--- src/rtl/rowop_pkg.sv ---
package rowop_pkg;
  typedef enum logic [1:0] {
    CMD_NOP = 2'd0,
    CMD_ACT = 2'd1,
    CMD_PRE = 2'd2
  } cmd_e;

  typedef enum logic [2:0] {
    ST_IDLE,
    ST_PRE1,
    ST_ACT2,
    ST_PRE2,
    ST_DONE
  } st_e;
endpackage

--- src/rtl/rowop_cfg.sv ---
module rowop_cfg #(
  parameter int GAP_W = 4,
  parameter int T_RP  = 4,
  parameter int T_RAS = 6
) (
  input  logic             clk,
  input  logic             rst,
  input  logic             cfg_wr,
  input  logic [GAP_W-1:0] cfg_gap_pa,
  input  logic [GAP_W-1:0] cfg_gap_ap,
  input  logic             cfg_guard,
  output logic [GAP_W-1:0] eff_pa,
  output logic [GAP_W-1:0] eff_ap
);
  localparam logic [GAP_W-1:0] ONE   = GAP_W'(1);
  localparam logic [GAP_W-1:0] LEGAL_PA = GAP_W'(T_RP);
  localparam logic [GAP_W-1:0] LEGAL_AP = GAP_W'(T_RAS);

  logic [GAP_W-1:0] gap_pa_q, gap_ap_q;

  always_ff @(posedge clk) begin
    if (rst) begin
      gap_pa_q <= ONE;
      gap_ap_q <= ONE;
    end else if (cfg_wr) begin
      gap_pa_q <= cfg_gap_pa;
      gap_ap_q <= cfg_gap_ap;
    end
  end

  always_comb begin
    if (cfg_guard) begin
      eff_pa = LEGAL_PA;
      eff_ap = LEGAL_AP;
    end else begin
      eff_pa = (gap_pa_q == '0) ? ONE : gap_pa_q;
      eff_ap = (gap_ap_q == '0) ? ONE : gap_ap_q;
    end
  end
endmodule

--- src/rtl/rowop_check.sv ---
module rowop_check #(
  parameter int ROW_W    = 10,
  parameter int SUB_W    = 6,
  parameter int CNT_W    = 6,
  parameter int MIN_ROWS = 2,
  parameter int MAX_ROWS = 32
) (
  input  logic             op_maj,
  input  logic [ROW_W-1:0] row_a,
  input  logic [ROW_W-1:0] row_b,
  input  logic [CNT_W-1:0] rows,
  output logic             ok
);
  localparam logic [CNT_W-1:0] LO = CNT_W'(MIN_ROWS);
  localparam logic [CNT_W-1:0] HI = CNT_W'(MAX_ROWS);

  logic same_sub, count_ok;

  always_comb begin
    same_sub = (row_a[ROW_W-1:SUB_W] == row_b[ROW_W-1:SUB_W]);
    count_ok = (rows >= LO) && (rows <= HI);
    ok       = same_sub && (!op_maj || count_ok);
  end
endmodule

--- src/rtl/rowop_timer.sv ---
module rowop_timer #(
  parameter int W = 4
) (
  input  logic         clk,
  input  logic         rst,
  input  logic         load,
  input  logic [W-1:0] load_val,
  output logic         zero
);
  logic [W-1:0] cnt;

  always_ff @(posedge clk) begin
    if (rst)             cnt <= '0;
    else if (load)       cnt <= load_val;
    else if (cnt != '0)  cnt <= cnt - 1'b1;
  end

  assign zero = (cnt == '0);
endmodule

--- src/rtl/rowop_sequencer.sv ---
module rowop_sequencer #(
  parameter int BANK_W   = 3,
  parameter int ROW_W    = 10,
  parameter int SUB_W    = 6,
  parameter int CNT_W    = 6,
  parameter int GAP_W    = 4,
  parameter int T_RAS    = 6,
  parameter int T_RP     = 4,
  parameter int MIN_ROWS = 2,
  parameter int MAX_ROWS = 32
) (
  input  logic              clk,
  input  logic              rst,
  input  logic              req_valid,
  output logic              req_ready,
  input  logic              req_op,
  input  logic [BANK_W-1:0] req_bank,
  input  logic [ROW_W-1:0]  req_row_a,
  input  logic [ROW_W-1:0]  req_row_b,
  input  logic [CNT_W-1:0]  req_rows,
  input  logic              cfg_wr,
  input  logic [GAP_W-1:0]  cfg_gap_pa,
  input  logic [GAP_W-1:0]  cfg_gap_ap,
  input  logic              cfg_guard,
  output logic [1:0]        cmd_type,
  output logic [BANK_W-1:0] cmd_bank,
  output logic [ROW_W-1:0]  cmd_row,
  output logic              done,
  output logic              err
);
  import rowop_pkg::*;

  localparam logic [GAP_W-1:0] RAS_M1 = GAP_W'(T_RAS - 1);
  localparam logic [GAP_W-1:0] RP_M1  = GAP_W'(T_RP - 1);

  st_e              st;
  logic [GAP_W-1:0] eff_pa, eff_ap, pa_q;
  logic [ROW_W-1:0] row_b_q;
  logic             req_ok, accept, t_zero, t_load;
  logic [GAP_W-1:0] t_val;

  rowop_cfg #(.GAP_W(GAP_W), .T_RP(T_RP), .T_RAS(T_RAS)) u_cfg (
    .clk(clk), .rst(rst), .cfg_wr(cfg_wr), .cfg_gap_pa(cfg_gap_pa),
    .cfg_gap_ap(cfg_gap_ap), .cfg_guard(cfg_guard),
    .eff_pa(eff_pa), .eff_ap(eff_ap)
  );

  rowop_check #(.ROW_W(ROW_W), .SUB_W(SUB_W), .CNT_W(CNT_W),
                .MIN_ROWS(MIN_ROWS), .MAX_ROWS(MAX_ROWS)) u_chk (
    .op_maj(req_op), .row_a(req_row_a), .row_b(req_row_b),
    .rows(req_rows), .ok(req_ok)
  );

  rowop_timer #(.W(GAP_W)) u_tmr (
    .clk(clk), .rst(rst), .load(t_load), .load_val(t_val), .zero(t_zero)
  );

  assign req_ready = (st == ST_IDLE);
  assign accept    = req_valid && req_ready;

  // Gap to wait after the command issued in the current state.
  always_comb begin
    t_load = 1'b0;
    t_val  = '0;
    unique case (st)
      ST_IDLE: if (accept && req_ok) begin
        t_load = 1'b1;
        t_val  = req_op ? (eff_ap - 1'b1) : RAS_M1;
      end
      ST_PRE1: if (t_zero) begin
        t_load = 1'b1;
        t_val  = pa_q - 1'b1;
      end
      ST_ACT2: if (t_zero) begin
        t_load = 1'b1;
        t_val  = RAS_M1;
      end
      ST_PRE2: if (t_zero) begin
        t_load = 1'b1;
        t_val  = RP_M1;
      end
      default: ;
    endcase
  end

  always_ff @(posedge clk) begin
    if (rst) begin
      st       <= ST_IDLE;
      cmd_type <= CMD_NOP;
      cmd_bank <= '0;
      cmd_row  <= '0;
      done     <= 1'b0;
      err      <= 1'b0;
      pa_q     <= '0;
      row_b_q  <= '0;
    end else begin
      cmd_type <= CMD_NOP;
      done     <= 1'b0;
      err      <= 1'b0;
      unique case (st)
        ST_IDLE: if (accept) begin
          if (req_ok) begin
            cmd_type <= CMD_ACT;
            cmd_bank <= req_bank;
            cmd_row  <= req_row_a;
            row_b_q  <= req_row_b;
            pa_q     <= eff_pa;
            st       <= ST_PRE1;
          end else begin
            err <= 1'b1;
          end
        end
        ST_PRE1: if (t_zero) begin
          cmd_type <= CMD_PRE;
          st       <= ST_ACT2;
        end
        ST_ACT2: if (t_zero) begin
          cmd_type <= CMD_ACT;
          cmd_row  <= row_b_q;
          st       <= ST_PRE2;
        end
        ST_PRE2: if (t_zero) begin
          cmd_type <= CMD_PRE;
          st       <= ST_DONE;
        end
        ST_DONE: if (t_zero) begin
          done <= 1'b1;
          st   <= ST_IDLE;
        end
        default: st <= ST_IDLE;
      endcase
    end
  end
endmodule

--- config.mk ---
export PLATFORM = sky130hd
export DESIGN_NAME = rowop_sequencer
export DESIGN_NICKNAME = d
export VERILOG_FILES = /design/src/rtl/rowop_pkg.sv /design/src/rtl/rowop_cfg.sv /design/src/rtl/rowop_check.sv /design/src/rtl/rowop_timer.sv /design/src/rtl/rowop_sequencer.sv
export SDC_FILE = /design/constraint.sdc
export NUM_CORES = 1
export LEC_CHECK = 0
export BUFFER_PORTS_ARGS = -buffer_cell sky130_fd_sc_hd__buf_4
export CELL_PAD_IN_SITES_DETAIL_PLACEMENT = 2
export CELL_PAD_IN_SITES_GLOBAL_PLACEMENT = 2
export CORE_MARGIN = 1.5
export CORE_UTILIZATION = 28
export DETAILED_ROUTE_END_ITERATION = 8
export PLACE_DENSITY = 0.75
export SKIP_LAST_GASP = 1
export SYNTH_ARGS = -nofsm -noshare
export SYNTH_HDL_FRONTEND = slang
export SYNTH_HIERARCHICAL = 1
export SYNTH_SLANG_ARGS = --single-unit
--- constraint.sdc ---
create_clock -name clk -period 2 [get_ports clk]
set_clock_uncertainty 0.05 [all_clocks]
set_input_delay 0.1 -clock clk [delete_from_list [all_inputs] [get_ports clk]]
set_output_delay 0.1 -clock clk [all_outputs]
set_load 0.1 [all_outputs]
==> results.ini <==
[run_status]
run_status = finished clean

[cells_and_area]
fillers = 918
layout.nets = 388
syn2layout_area_growth_pct = 39.1
drive_above_1_share_pct = 37.2
insertedDiodeCount = 0

[yosys]
synth_area_leader_cell = sky130_fd_sc_hd__dfxtp_1
post_synth_edffs = 0
synthesis.area_um2 = 2370
yosys_most_used_dff = sky130_fd_sc_hd__dfxtp_1
yosysWarnings = 6
synthesis.nets = 306
postSynth.asyncResetShare_pct = 0
synth.distinct_cells = 44
postSynthCellCount = 260
average_instance_area_after_synthesis_um2 = 9.10
cell_types_occupying_the_most_area_after_synthesis = sky130_fd_sc_hd__dfxtp_1 (39%), sky130_fd_sc_hd__mux2i_1 (6.8%), sky130_fd_sc_hd__mux2_4 (6.3%)
seq_area_frac_synth_pct = 38.9
synth.top_cell.area_share_pct = 38.9
number_of_synthesized_register_bits = 46

[floorplan]
ios = 61
coreArea_um2 = 8220
die_width_um = 94.9
num_rows = 33
floorplan.initialDensity_pct = 28.8
floorplan.die.height_um = 94.9
die_area_um2 = 9010

[sta]
timing.final.setup_violations = 0
finalWorstSetupSlack_ns = 0.0126
layout_min_cycle_time_ns = 1.99
fmax_mhz = 503
worst_slew_margin_rel_pct = 62.6
final_max_slew_viol_count = 0
fin_crit_sh_pct = 99.4
rsz0062_at_grt = yes
final-hold-violation-count = 0
worstMarginPinSlew_ns = 0.561

[grt]
grt_remaining_overflow = 0
first_global_vias = 2295
pin_count_of_the_biggest_net_entering_global_routing = 56
global_route.usage.total_pct = 16.5
grt_antenna_before_repair = 0
grt_first_pass_wirelength_um = 11500

[critical_path]
start_kind = register
worst-endpoint-arrival_ns = 2.13
timing_worst_setup_path_type = register to register
path_max_fanout = 5
crit_path_end_kind = register
worst_ep_required_time_ns = 2.14

[route]
avgViaCountPerCell = 4.82
route.detailed.drc = 0
vias = 2149
drt_first_pass_iters = 4
detail_route.iter0.violations = 56
antenna_left = 0
route.final.wire_length_um = 7160
route.detailed.wl_per_inst_um = 16.1

[place]
dpl.hpwl_um = 5070
gp_routability_congestion = 0.712
buffer_ports.inserted = 60
pre_cts_ws_ns = -0.123

[cts]
ctsRootBufferMaster = sky130_fd_sc_hd__clkbuf_8
cts-buffers-inserted = 5
clkLatencyLatePin_ns = 0.30
clock_sink_count = 46
tritoncts = yes
path_clk_slew_ns = 0.09
htree_num_levels = 2
buffer_depth_of_the_longest_clock_path = 2

[pwr]
irDropWorstVdd_mv = 0.273
total_power_per_unit_cell_area_nw_per_um2 = 796
power_leakage_nw = 1.37
finalPower_mw = 2.62

[worst_hold_path]
min-delay-path-class = input pin to register

[flow_run]
maxCapViolCount = 0

==> logic make-up (layout without fill, tap and decap cells) <==
group | count (synthesis) | after routing | synth area share [%]
xor+xnor | 11 | 11 | 4.07
simple gates | 92 | 92 | 22.3
mux | 27 | 27 | 13.6
fa+ha+maj | 3 | 3 | 1.59
compound gates | 54 | 54 | 13.4
flops | 46 | 46 | 38.9
buf+inv | 27 | 108 | 6.13
==> cell type report <==
type	instances	area (um2)	share of cell area (%)
clock buffer	6	82.6	2.51
sequential	46	925	28.1
tap	105	131	3.99
timing repair buffer	91	733	22.3
inverter	11	46.3	1.41
multi-input combinational	187	1370	41.7
==> final timing paths <==
check,startpoint,to,slack (ns),cells past startpoint
max,u_tmr/cnt[0],cmd_row[5],0.01,7
max reg2reg,u_tmr/cnt[0],cmd_row[5],0.01,7
min,req_bank[2],cmd_bank[2],0.003,3
min reg2reg,row_b_q[8],row_b_q[8],0.44,2
==> critical path, stage by stage (launching register included) <==
cell and delay, ns:
sky130_fd_sc_hd__dfxtp_2 0.33, sky130_fd_sc_hd__inv_2 0.08, sky130_fd_sc_hd__ha_4 0.14, sky130_fd_sc_hd__nor3b_4 0.30
sky130_fd_sc_hd__nand2_2 0.13, sky130_fd_sc_hd__a211o_4 0.39, sky130_fd_sc_hd__clkbuf_16 0.17, sky130_fd_sc_hd__mux2_4 0.29
==> per-stage QoR <==
step                      hold WS (ns)  instances  instance area, um2  util, %  setup TNS [ns]
after floorplan                  0.122        260                2370        -               0
after global placement           0.279        426                2990     36.4          -0.335
after detailed placement         0.284        426                2990     36.4           -1.28
after CTS                      0.00200        442                3170     38.6         -0.0248
after global routing            0.0188        446                3290     40.1          -0.496
final                          0.00279        446                3290     40.1               0
==> power breakdown <==
group	leakage, nW	internal, mW	switching, mW
clock network	0.0431	0.268	0.315
logic	0.953	0.501	0.502
registers	0.375	0.982	0.0525
total	1.37	1.75	0.869
==> sequential cells by signal (all words and copies together) (netlist names) <==
name	flops
u_cfg/gap_ap_q	4
done	1
row_b_q	10
u_cfg/gap_pa_q	4
cmd_row	10
st	3
cmd_type	2
u_tmr/cnt	4
cmd_bank	3
err	1
pa_q	4
==> layer usage <==
layer | vias up | GRT usage [%] | wire, um
li1 | 1068 | - | -
met1 | 1034 | 21.9 | 3340
met2 | 38 | 27.8 | 3510
met3 | 9 | 2.74 | 218
met4 | 0 | 4.10 | 97
met5 | - | 0 | 0
==> cell usage in the layout, fill, tap and decap left out, types with 2 or more instances in the layout <==
master and count:
sky130_fd_sc_hd__nand3_1 18, sky130_fd_sc_hd__o22ai_1 3, sky130_fd_sc_hd__dfxtp_2 3, sky130_fd_sc_hd__xnor2_1 9
sky130_fd_sc_hd__nand3b_1 2, sky130_fd_sc_hd__nor3_1 5, sky130_fd_sc_hd__dlygate4sd3_1 8, sky130_fd_sc_hd__and4b_1 2
sky130_fd_sc_hd__or2_2 3, sky130_fd_sc_hd__nor2_1 20, sky130_fd_sc_hd__clkbuf_8 6, sky130_fd_sc_hd__a31oi_1 3
sky130_fd_sc_hd__buf_4 81, sky130_fd_sc_hd__and2b_1 3, sky130_fd_sc_hd__o32ai_2 2, sky130_fd_sc_hd__mux2_4 10
sky130_fd_sc_hd__xor2_1 2, sky130_fd_sc_hd__dfxtp_1 43, sky130_fd_sc_hd__nand2_1 10, sky130_fd_sc_hd__inv_1 7
sky130_fd_sc_hd__o211ai_1 2, sky130_fd_sc_hd__inv_2 3, sky130_fd_sc_hd__a21oi_1 19, sky130_fd_sc_hd__mux2i_1 16
sky130_fd_sc_hd__nor2b_1 15, sky130_fd_sc_hd__o21ai_0 17
==> synthesized netlist by cell type (2+ instances only) <==
cell                        n
sky130_fd_sc_hd__nor2_1    20
sky130_fd_sc_hd__o211ai_1   2
sky130_fd_sc_hd__and2b_1    3
sky130_fd_sc_hd__o22ai_1    3
sky130_fd_sc_hd__o21ai_0   18
sky130_fd_sc_hd__nor3_1     5
sky130_fd_sc_hd__a31oi_1    3
sky130_fd_sc_hd__ha_1       3
sky130_fd_sc_hd__nand3b_1   2
sky130_fd_sc_hd__a211o_1    2
sky130_fd_sc_hd__o32ai_1    4
sky130_fd_sc_hd__buf_2      4
sky130_fd_sc_hd__or2_1      2
sky130_fd_sc_hd__mux2i_1   16
sky130_fd_sc_hd__mux2_4    10
sky130_fd_sc_hd__xnor2_1    9
sky130_fd_sc_hd__clkbuf_1   6
sky130_fd_sc_hd__nor2b_1   16
sky130_fd_sc_hd__inv_1     10
sky130_fd_sc_hd__and4b_1    2
sky130_fd_sc_hd__nand2_1   11
sky130_fd_sc_hd__dfxtp_1   46
sky130_fd_sc_hd__a21oi_1   19
sky130_fd_sc_hd__xor2_1     2
sky130_fd_sc_hd__nand3_1   18
sky130_fd_sc_hd__buf_6      4
sky130_fd_sc_hd__or2_2      3
==> what timing repair did <==
action                                 in CTS  in global routing
resized for setup                           1                 19
hold buffers                                8                  0
endpoints found under the hold margin       8                  0
cloned                                      0                  1
pin swaps                                   0                  6
setup buffers                               2                  3
setup endpoints to repair                  12                 12
Power figures use the tool's default switching activity.
